### src/rtl/vreg_seq_ctrl.sv
module vreg_seq_ctrl #(
  parameter int SS_DLY   = 20,
  parameter int BOOT_DLY = 12,
  parameter int PG_DLY   = 9,
  parameter int MASK_DLY = 10,
  parameter int WIN_DLY  = 9,
  parameter int OCP_DLY  = 15,
  parameter int CB_DLY   = 2
) (
  input  logic clk,
  input  logic rst_n,
  input  logic en_i,
  input  logic gpu_mode_i,
  input  logic ramp_done_i,
  input  logic vid_chg_i,
  input  logic ocp_i,
  input  logic uv_i,
  input  logic ov_i,
  input  logic crowbar_i,
  output logic dac_vid_o,
  output logic clk_en_n_o,
  output logic pgood_o,
  output logic sw_en_o,
  output logic latch_o
);

  localparam int M1   = (SS_DLY > BOOT_DLY) ? SS_DLY : BOOT_DLY;
  localparam int M2   = (PG_DLY > MASK_DLY) ? PG_DLY : MASK_DLY;
  localparam int M3   = (WIN_DLY > OCP_DLY) ? WIN_DLY : OCP_DLY;
  localparam int M4   = (M1 > M2) ? M1 : M2;
  localparam int M5   = (M3 > CB_DLY) ? M3 : CB_DLY;
  localparam int MAXD = (M4 > M5) ? M4 : M5;
  localparam int CW   = $clog2(MAXD + 1);

  typedef enum logic [2:0] {
    S_OFF, S_SOFT, S_RAMP, S_BOOT, S_PGW, S_RUN, S_LATCH
  } st_t;

  st_t st;
  logic [CW-1:0] seq_cnt, mask_cnt, win_cnt, oc_cnt, cb_cnt, lim;
  logic oc_q;

  wire running   = (st == S_RUN);
  wire clk_out   = (st == S_PGW) || running;
  wire switching = (st == S_RAMP) || (st == S_BOOT) || clk_out;
  wire powered   = switching || (st == S_SOFT);
  wire oc_rise   = ocp_i & ~oc_q;
  wire mask_now  = vid_chg_i | oc_rise | (mask_cnt != '0);
  wire win_bad   = running & (uv_i | ov_i) & ~mask_now;
  wire oc_on     = switching & ocp_i;
  wire cb_on     = powered & crowbar_i;
  wire win_trip  = win_bad && (win_cnt == CW'(WIN_DLY - 1));
  wire oc_trip   = oc_on && (oc_cnt == CW'(OCP_DLY - 1));
  wire cb_trip   = cb_on && (cb_cnt == CW'(CB_DLY - 1));
  wire seq_done  = (seq_cnt == lim);

  always_comb begin
    case (st)
      S_SOFT:  lim = CW'(SS_DLY - 1);
      S_BOOT:  lim = CW'(BOOT_DLY - 1);
      S_PGW:   lim = CW'(PG_DLY - 1);
      default: lim = '0;
    endcase
  end

  always_ff @(posedge clk or negedge rst_n) begin
    if (!rst_n) begin
      st       <= S_OFF;
      seq_cnt  <= '0;
      mask_cnt <= '0;
      win_cnt  <= '0;
      oc_cnt   <= '0;
      cb_cnt   <= '0;
      oc_q     <= 1'b0;
    end else begin
      oc_q <= ocp_i;
      if (vid_chg_i || oc_rise)
        mask_cnt <= CW'(MASK_DLY);
      else if (mask_cnt != '0)
        mask_cnt <= mask_cnt - 1'b1;

      if (!en_i) begin
        st      <= S_OFF;
        seq_cnt <= '0;
        win_cnt <= '0;
        oc_cnt  <= '0;
        cb_cnt  <= '0;
      end else if (win_trip || oc_trip || cb_trip) begin
        st      <= S_LATCH;
        win_cnt <= '0;
        oc_cnt  <= '0;
        cb_cnt  <= '0;
      end else begin
        win_cnt <= win_bad ? win_cnt + 1'b1 : '0;
        oc_cnt  <= oc_on ? oc_cnt + 1'b1 : '0;
        cb_cnt  <= cb_on ? cb_cnt + 1'b1 : '0;
        case (st)
          S_OFF: begin
            st      <= S_SOFT;
            seq_cnt <= '0;
          end
          S_SOFT: begin
            if (seq_done) begin
              st      <= S_RAMP;
              seq_cnt <= '0;
            end else seq_cnt <= seq_cnt + 1'b1;
          end
          S_RAMP: begin
            if (ramp_done_i) begin
              st      <= gpu_mode_i ? S_PGW : S_BOOT;
              seq_cnt <= '0;
            end
          end
          S_BOOT: begin
            if (seq_done) begin
              st      <= S_PGW;
              seq_cnt <= '0;
            end else seq_cnt <= seq_cnt + 1'b1;
          end
          S_PGW: begin
            if (seq_done) begin
              st      <= S_RUN;
              seq_cnt <= '0;
            end else seq_cnt <= seq_cnt + 1'b1;
          end
          default: st <= st;
        endcase
      end
    end
  end

  assign sw_en_o    = switching;
  assign clk_en_n_o = ~clk_out;
  assign dac_vid_o  = gpu_mode_i | clk_out;
  assign pgood_o    = running & ~win_bad;
  assign latch_o    = (st == S_LATCH);

  // enable low always yields the disabled state one edge later
  a_r11_disable_safe: assert property (@(posedge clk) disable iff (!rst_n)
    !en_i |=> (!sw_en_o && !pgood_o && clk_en_n_o && !latch_o));

  // latchoff stays while enable stays high
  a_r12_latch_sticky: assert property (@(posedge clk) disable iff (!rst_n)
    (latch_o && en_i) |=> latch_o);

  // a latched regulator keeps every output safe
  a_r8_latch_safe: assert property (@(posedge clk) disable iff (!rst_n)
    latch_o |-> (!sw_en_o && !pgood_o && clk_en_n_o));

  // power-good only rises after the clock was already released
  a_r5_pgood_after_clk: assert property (@(posedge clk) disable iff (!rst_n)
    $rose(pgood_o) |-> $past(!clk_en_n_o));

  // clock release only while the power stage switches
  a_r3_clk_needs_switch: assert property (@(posedge clk) disable iff (!rst_n)
    $fell(clk_en_n_o) |-> sw_en_o);

  // power-good implies the VID target is selected
  a_r4_pgood_vid: assert property (@(posedge clk) disable iff (!rst_n)
    pgood_o |-> (dac_vid_o && !clk_en_n_o));

endmodule

### config.mk
export PLATFORM = sky130hd
export DESIGN_NAME = vreg_seq_ctrl
export DESIGN_NICKNAME = d
export VERILOG_FILES = /design/src/rtl/vreg_seq_ctrl.sv
export SDC_FILE = /design/constraint.sdc
export NUM_CORES = 1
export LEC_CHECK = 0
export ABC_AREA = 1
export BUFFER_PORTS_ARGS = -buffer_cell sky130_fd_sc_hd__clkbuf_2
export CAP_MARGIN = 20
export CORE_ASPECT_RATIO = 0.9
export CORE_UTILIZATION = 53
export CTS_CLUSTER_SIZE = 8
export DETAILED_ROUTE_END_ITERATION = 7
export PLACE_DENSITY = 0.75
export SLEW_MARGIN = 20
export SYNTH_ARGS = -nofsm -noshare
export SYNTH_HDL_FRONTEND = slang
export SYNTH_SLANG_ARGS = --single-unit
### constraint.sdc
create_clock -name clk -period 1.6 [get_ports clk]
set_clock_uncertainty 0.2 [all_clocks]
set_input_delay 0.08 -clock clk [delete_from_list [all_inputs] [get_ports clk]]
set_output_delay 0.08 -clock clk [all_outputs]
set_load 0.1 [all_outputs]
* Word-level counts from Yosys, hierarchy flattened *
Cells that the tools add are included.

word-level totals
  ROM bits = 0
  logic and storage cells = 85
  memories = 0
  bits in latches = 0
  output and inout port bits = 5
  bits in registers = 29
  memory bits (writable) = 0

operators by class
  eq/ne operators = 18
  $add $sub $neg = 5
  $mul = 0
  magnitude comparators = 0
  reduce and logical (&&, ||, !) cells = 16
  bitwise gates (word level) = 14
  multiplexer cells = 25
  div/mod/pow operators = 0
  shifts and indexed selects = 0

operator list
  kind                   count
  $mux W5                15
  $pmux W5 S3            2
  $mux W3                7
  $add A5 B1 Y5 const B  4
  $ne A4 B3 Y1 const B   4
  $pmux W3 S5            1
  $eq A5 B4 Y1 const B   2
  $eq A3 B3 Y1 const B   3
  $logic_or A1 B1 Y1     7
  $ne A7 B1 Y1 const B   1
  $and A1 B1 Y1          6
  $eq A3 B2 Y1 const B   2
  $eq A5 B1 Y1 const B   1
  $eq A5 B5 Y1           1
  $reduce_and A5 Y1      1
  $reduce_bool A5 Y1     1
  $sub A5 B1 Y5 const B  1
  $ne A4 B2 Y1 const B   1
  $not A1 Y1             4
  $or A1 B1 Y1           4
  $eq A3 B1 Y1 const B   1
  $logic_and A1 B1 Y1    3
  $logic_not A3 Y1       1
  $ne A3 B3 Y1 const B   1
  4 further kinds        4

* Longest topological paths before layout *
Gate-level depths: netlist (run 1).

  depth after elaboration = 11
  gate-level depth with buffers = 12
  mapped depth without buffers = 12

* Worst setup path after synthesis (run 1) *
OpenSTA, ideal clock, no wires.

  kind = reg-to-output
  start = register st[0]
  end = output port latch_o
  setup slack = -1.236 ns
  path buffers = 1
  stages on the path, launching flop included = 3
  arrival time = 2.556 ns
  cells stage by stage = dfrtp_1 buf_6 nor3_1

between the ends
  longest elaborated chain between the ends = 1

ends and longest elaborated chain
  item                    RTL line  source
  start, declared         39        st_t st;
  start signal, assigned  110       st <= gpu_mode_i ? S_PGW : S_BOOT;
  start signal, assigned  126       default: st <= st;
  $eq A3 B3 Y1            136       assign latch_o = (st == S_LATCH);
  end, declared           24        output logic latch_o

No other way between the ends.

* Worst setup path after layout (run 1) *
  start = register st[0]
  end = register seq_cnt[1]

between the ends
  longest elaborated chain between the ends = 9

ends and longest elaborated chain
  item                                                 RTL line  source
  branches (longest 9 deep; another with $pmux W5 S3)  --
  end signal, assigned                                 106       end else seq_cnt <= seq_cnt + 1'b1;
  end signal, assigned                                 118       end else seq_cnt <= seq_cnt + 1'b1;
  end signal, assigned                                 124       end else seq_cnt <= seq_cnt + 1'b1;
  end, declared                                        40        logic [CW-1:0] seq_cnt, mask_cnt, win_cnt, oc_cnt, cb_cnt, lim;

Several ways; the timed one is not identified. The select of a mux whose other input is x is not followed.
A chain may end at the register's enable or synchronous reset.

==> results.json, run 1 <==
{
  "port_buffers": 14,
  "maxCapViolCount": 0,
  "globalRoute.totalOverflow": 0,
  "die_height_um": 56.79,
  "synth_cell_type_count": 28,
  "start_kind": "flip-flop",
  "routabilityCongestion": 0.8848,
  "dpl.hpwl_um": 3106,
  "drt-initial-drc-count": 118,
  "gr-usage-all-layers": 0.2971,
  "p_sw_mw": 1.651,
  "pwr-share-seq": 0.256,
  "timing.final.max_slew_violations": 0,
  "yosysTopAreaCellShare": 0.4105,
  "power.ir.vdd_worst_uv": 851.5,
  "final_hold_viol_count": 0,
  "fin_setup_tns_ns": -6.529,
  "power.switching_fraction": 0.4554,
  "pin_count_of_the_biggest_net_entering_global_routing": 13,
  "place_inst": 293,
  "critical-path-top-delay-family": "simple AND/OR/NAND/NOR gates",
  "achievable-frequency_ghz": 0.5210,
  "post_drt_wl_per_cell_um": 15.66,
  "routed_via_density": 5.425,
  "syn_nets": 229,
  "required_ns": 1.57,
  "worst-endpoint-arrival_ns": 1.89,
  "synth_sequential_area_ratio": 0.4105,
  "hp-class": "in2reg",
  "clock_network_fraction_of_total_power": 0.162,
  "ctsRootBufferMaster": "clkbuf_8",
  "power_per_cell_area_nw_per_um2": 1374,
  "unrepaired_setup_endpoints_after_global_routing": "yes",
  "crit_path_max_fanout": 8,
  "setup_violations": 28,
  "dr_total_vias": 1725,
  "final_common_cell": "buf_4",
  "met1Wirelength_um": 2026,
  "h-tree-depth": 2,
  "critPathBufInv": 1,
  "path_cells": "buf_6 -> nand3_4 -> nand2_4 -> nor2_4 -> nand2_2 -> nand3_2 -> nand3_4 -> nand2_8 -> nand2_8 -> nand2_1 -> nand2_1",
  "mostFrequentLayoutCells": "33 x buf_4, 26 x dfrtp_1, 24 x nand2_1, 20 x inv_1, 18 x nand3_1",
  "run_status": "finished, violations left",
  "antenna_cells": 0,
  "worst_slack_ns": -0.3194,
  "syn-instance-count": 210,
  "detailroute.wirelength.met2_um": 2489,
  "initial_core_util": 0.5677,
  "worstSetupEndpointType": "flip-flop",
  "antenna_found_initial": 0,
  "cts_tree": "done",
  "synthesis.area_per_instance_um2": 8.419,
  "crit_type": "reg2reg",
  "final_antenna_net_count": 0,
  "number_of_buffers_created_by_cts": 5,
  "slowest_stage": "dfrtp_2",
  "post_layout_nets": 294,
  "met3_wirelength_um": 273,
  "residual_drc_count": 0,
  "yosysWarningCount": 0,
  "number_of_flip_flops_and_latches_in_the_synthesized_netlist": 29,
  "synth_area_leader_cell": "dfrtp_1",
  "die_area_um2": 3571,
  "placement_rows": 19,
  "failed_checks": "setup timing",
  "max-clock-path-buffers": 2,
  "worstSkewPairLatency_ns": 0.29,
  "tritoncts_num_sinks": 29,
  "fp.dieW_um": 62.88,
  "syn_area_um2": 1768,
  "combPwrFrac": 0.582,
  "fin_util": 0.8473,
  "grt_first_pass_wirelength_um": 8017,
  "intPower_mw": 1.975,
  "number_of_global_route_vias_before_repair": 1784,
  "area_delta_synth_final_pct": 49.26,
  "non_filler_instance_count_after_layout": 318,
  "layout_min_cycle_time_ns": 1.919,
  "fillers": 154,
  "max_slew.worst_pin.slew_ns": 0.3404,
  "clk_pin_slew_ns": 0.06,
  "floorplan.io_pins": 15,
  "top_signal_layer_used": "met4",
  "period_share": 1.200,
  "post_synth_main_area_contributors": "dfrtp_1 41%, nand3_1 7.1%, nand2_1 7.0%",
  "power.static_leakage_nw": 1.265,
  "timing.slew.headroom": 0.7723,
  "final_layout_size_suffix_gt1_frac": 0.4601,
  "core-area_um2": 3114,
  "drt_wl_total_um": 4981,
  "drtPass1Iterations": 6,
  "timing.critical_path.slowest_cell_delay_ns": 0.47
}
-- path summary, 6_finish.rpt --
check / startpoint / slack, ns / depth (start not counted) / to
max: st[0]$_DFFE_PN0P_ / -0.32 / 11 / seq_cnt[1]$_DFFE_PN0P_
min: crowbar_i / 0.04 / 3 / cb_cnt[3]$_DFF_PN0_
max reg2reg: st[0]$_DFFE_PN0P_ / -0.32 / 11 / seq_cnt[1]$_DFFE_PN0P_
min reg2reg: oc_cnt[0]$_DFF_PN0_ / 0.34 / 2 / oc_cnt[0]$_DFF_PN0_
max in group asynchronous: rst_n / 0.28 / 3 / st[2]$_DFFE_PN0P_
min in group asynchronous: rst_n / 0.14 / 3 / seq_cnt[3]$_DFFE_PN0P_
-- metal layers --
| layer | global-route usage | vias up |
|---|---|---|
| met1 | 0.3481 | 828 |
| li1 | - | 809 |
| met3 | 0.05894 | 22 |
| met5 | 0 | - |
| met4 | 0.1728 | 0 |
| met2 | 0.5038 | 66 |
-- through the flow --
stage / worst slack, ns / cell area, um2 / power (mW) / hold WS [ns]
after detailed placement: -0.2905 / 2287 / 2.684 / -0.2604
after CTS: -0.2408 / 2570 / 3.518 / 0.03196
after global routing: -0.3904 / 2639 / 3.752 / 0.07258
after global placement: -0.1776 / 2287 / 2.601 / -0.2685
after floorplan: -0.3063 / 1894 / 2.060 / -0.4156
final: -0.3194 / 2639 / 3.627 / 0.04138
-- state kept, by name, indices dropped and copies added (netlist names) --
| register | count |
|---|---|
| st | 3 |
| win_cnt | 5 |
| oc_q | 1 |
| cb_cnt | 5 |
| mask_cnt | 5 |
| oc_cnt | 5 |
| seq_cnt | 5 |
-- what timing repair did --
action                                  4_1_cts  5_1_grt
endpoints found under the setup margin       28       30
endpoints found under the hold margin        32        0
pin swaps                                    12        9
hold buffers                                  4        0
gates resized for setup                      19       12
setup buffers                                10        3
-- power groups by stage --
stage,combinational (mW),clock [mW],sequential [mW]
after CTS,1.99,0.599,0.925
after detailed placement,1.74,0,0.939
after global placement,1.67,0,0.928
final,2.11,0.588,0.928
after floorplan,1.15,0,0.907
after global routing,2.20,0.615,0.934
-- cell type report --
| class | instances | area, um2 | area share |
|---|---|---|---|
| multi-input cells | 150 | 1121 | 0.4248 |
| inverters | 29 | 118.9 | 0.04505 |
| clock inverters | 2 | 10.01 | 0.003793 |
| clock buffers | 6 | 72.57 | 0.02750 |
| repair buffers | 60 | 534.3 | 0.2025 |
| well taps | 42 | 52.55 | 0.01991 |
| flip-flops and latches | 29 | 729.5 | 0.2764 |
-- kinds of logic (layout without fill, tap and decap cells) --
| logic type | Yosys count | after routing | share of synthesized area |
|---|---|---|---|
| adder cells (fa/ha/maj) | 9 | 9 | 0.06370 |
| XOR/XNOR | 12 | 12 | 0.05945 |
| AO/OA/AOI/OAI | 15 | 15 | 0.04742 |
| AND/OR/NAND/NOR | 114 | 114 | 0.3447 |
| buffers and inverters | 31 | 97 | 0.07431 |
| flip-flops | 29 | 29 | 0.4105 |
-- tightest hold or removal path, delay by kind of cell --
family	cells	cell delay (ns)
AND/OR/NAND/NOR	2	0.31
buffers and inverters	1	0.10
-- cells in the mapped netlist, drive strengths merged --
cell    number
a21oi        7
a22oi        1
a31oi        1
buf          2
dfrtp       29
ha           9
inv         29
nand2       43
nand3       28
nand3b       3
nand4        1
nor2        24
nor3        14
o21ai        4
o21bai       1
o31ai        1
or2          1
xnor2        3
xor2         9
No activity file was read; power rests on OpenSTA's default activity.
==> run 2: changes to the inputs <==
Settings changed: ABC_CLOCK_PERIOD_IN_PS set to 1600, SKIP_LAST_GASP set to 1.
==> run 2 against run 1 <==
Against the previous run:
- the flow still finishes with violations (setup timing)
- register-to-register slack barely moved
- worst hold slack got worse by 0.0017 ns
- via count fell by 1.4%
- utilization fell by 0.32 points
- design area fell by 0.38%
- maximum frequency fell by 0.45%
- power fell by 0.34%
- global-route usage did not move
- die area did not move
- sequential power barely moved
- critical path depth fell by 5
- critical endpoint unchanged
==> results.json, run 2 (synthesis results as in run 1) <==
{
  "post_drt_wl_per_cell_um": 15.36,
  "die_area_um2": 3571,
  "rr_worst_depth": 6,
  "path_cells": "buf_4 -> o21ai_0 -> nand3_1 -> buf_4 -> nand3_1 -> nand2_1",
  "final_hold_viol_count": 0,
  "routabilityCongestion": 0.8848,
  "max_slew.worst_pin.slew_ns": 0.3542,
  "layout_min_cycle_time_ns": 1.928,
  "antenna_cells": 0,
  "fin_util": 0.8441,
  "timing.critical_path.slowest_cell_delay_ns": 0.47,
  "worst_slack_ns": -0.3281,
  "mostFrequentLayoutCells": "33 x buf_4, 26 x nand2_1, 26 x dfrtp_1, 20 x inv_1, 18 x nand3_1",
  "start_kind": "flip-flop",
  "timing.hold.worst_path_depth": 3,
  "number_of_buffers_created_by_cts": 5,
  "worstSetupEndpointType": "flip-flop",
  "pin_count_of_the_biggest_net_entering_global_routing": 13,
  "power.static_leakage_nw": 1.264,
  "grt_first_pass_wirelength_um": 8017,
  "area_delta_synth_final_pct": 48.69,
  "timing.final.max_slew_violations": 0,
  "place_ws_ns": -0.2905,
  "setup.reg_to_reg.worst_slack_ns": -0.33,
  "required_ns": 1.57,
  "critical_path_cell_count": 6,
  "fin_setup_tns_ns": -6.628,
  "clk_pin_slew_ns": 0.06,
  "final_antenna_net_count": 0,
  "hp-class": "in2reg",
  "port_buffers": 14,
  "fillers": 161,
  "floorplan.io_pins": 15,
  "period_share": 1.205,
  "core-area_um2": 3114,
  "endpoint_of_the_worst_register_to_register_path": "seq_cnt[1]$_DFFE_PN0P_",
  "timing.slew.headroom": 0.7631,
  "drt-initial-drc-count": 146,
  "whs_ns": 0.03972,
  "failed_checks": "setup timing",
  "dpl-instance-area_um2": 2287,
  "placement_rows": 19,
  "drtPass1Iterations": 4,
  "globalRoute.totalOverflow": 0,
  "die_height_um": 56.79,
  "gr-usage-all-layers": 0.2971,
  "final_layout_size_suffix_gt1_frac": 0.4529,
  "routed_via_density": 5.346,
  "run_status": "finished, violations left",
  "ctsRootBufferMaster": "clkbuf_8",
  "maxCapViolCount": 0,
  "seqCellArea_um2": 729.5,
  "crit_path_max_fanout": 6,
  "final_common_cell": "buf_4",
  "cts_tree": "done",
  "achievable-frequency_ghz": 0.5187,
  "multi_input_area_um2": 1111,
  "antenna_found_initial": 0,
  "max-clock-path-buffers": 2,
  "crit_type": "reg2reg",
  "dpl.hpwl_um": 3106,
  "tritoncts_num_sinks": 29,
  "power.ir.vdd_worst_uv": 854.3,
  "critPathBufInv": 2,
  "worstSkewPairLatency_ns": 0.29,
  "fp.dieW_um": 62.88,
  "dr_total_vias": 1700,
  "residual_drc_count": 0,
  "critical_path.endpoint": "seq_cnt[1]$_DFFE_PN0P_",
  "drt_wl_total_um": 4884,
  "initial_core_util": 0.5677,
  "slowest_stage": "dfrtp_2",
  "unrepaired_setup_endpoints_after_global_routing": "yes",
  "worst-endpoint-arrival_ns": 1.90,
  "critical-path-top-delay-family": "flip-flops",
  "r2r-start": "st[0]$_DFFE_PN0P_",
  "h-tree-depth": 2,
  "number_of_global_route_vias_before_repair": 1784,
  "power_per_cell_area_nw_per_um2": 1375,
  "final_cell_area_um2": 2629,
  "setup_violations": 28,
  "post_layout_nets": 294,
  "setup.worst_path.start": "st[0]$_DFFE_PN0P_"
}
-- run 2: final cells by class --
type | instances | area share
clock buffers | 6 | 0.02761
clock inverters | 2 | 0.003808
inverters | 29 | 0.04522
multi-input cells | 150 | 0.4227
flip-flops and latches | 29 | 0.2775
well taps | 42 | 0.01999
repair buffers | 60 | 0.2032
-- run 2: per-layer routing --
layer  track usage  share of wire  vias to the layer above
met2        0.5038           0.50                       62
met4        0.1728          0.037                        0
li1              -              -                      815
met5             0              0                        -
met3       0.05894          0.055                       23
met1        0.3481           0.41                      800
-- run 2: repair_timing --
| action | in CTS | in global routing |
|---|---|---|
| resized for setup | 18 | 10 |
| endpoints found under the hold margin | 32 | 0 |
| pin swaps | 12 | 8 |
| endpoints found under the setup margin | 28 | 30 |
| cloned | 0 | 0 |
| setup buffers | 10 | 3 |
| hold buffers | 4 | 0 |
-- run 2: through the flow --
step,total power [mW],instances
after floorplan,2.060,210
after global placement,2.601,293
after detailed placement,2.684,293
after CTS,3.514,315
after global routing,3.744,318
final,3.614,318
-- run 2: worst register-to-register path, stage by stage, from the launching register on --
cell and delay, ns:
dfrtp_2 0.47, buf_4 0.18, o21ai_0 0.31, nand3_1 0.21
buf_4 0.22, nand3_1 0.12, nand2_1 0.09
-- run 2: power breakdown --
group	leakage [nW]	internal (mW)	switching, mW
sequential	0.385	0.813	0.116
clock	0.0450	0.301	0.291
combinational	0.834	0.857	1.24
total	1.26	1.97	1.64
-- run 2: worst min-delay path by stage --
stage,startpoint,end,slack [ns]
floorplan,rst_n,cb_cnt[0]$_DFF_PN0_,-0.42
global placement,rst_n,seq_cnt[0]$_DFFE_PN0P_,-0.27
detailed placement,rst_n,seq_cnt[1]$_DFFE_PN0P_,-0.26
CTS,crowbar_i,cb_cnt[3]$_DFF_PN0_,0.03
global route,crowbar_i,cb_cnt[3]$_DFF_PN0_,0.07
finish,crowbar_i,cb_cnt[3]$_DFF_PN0_,0.04
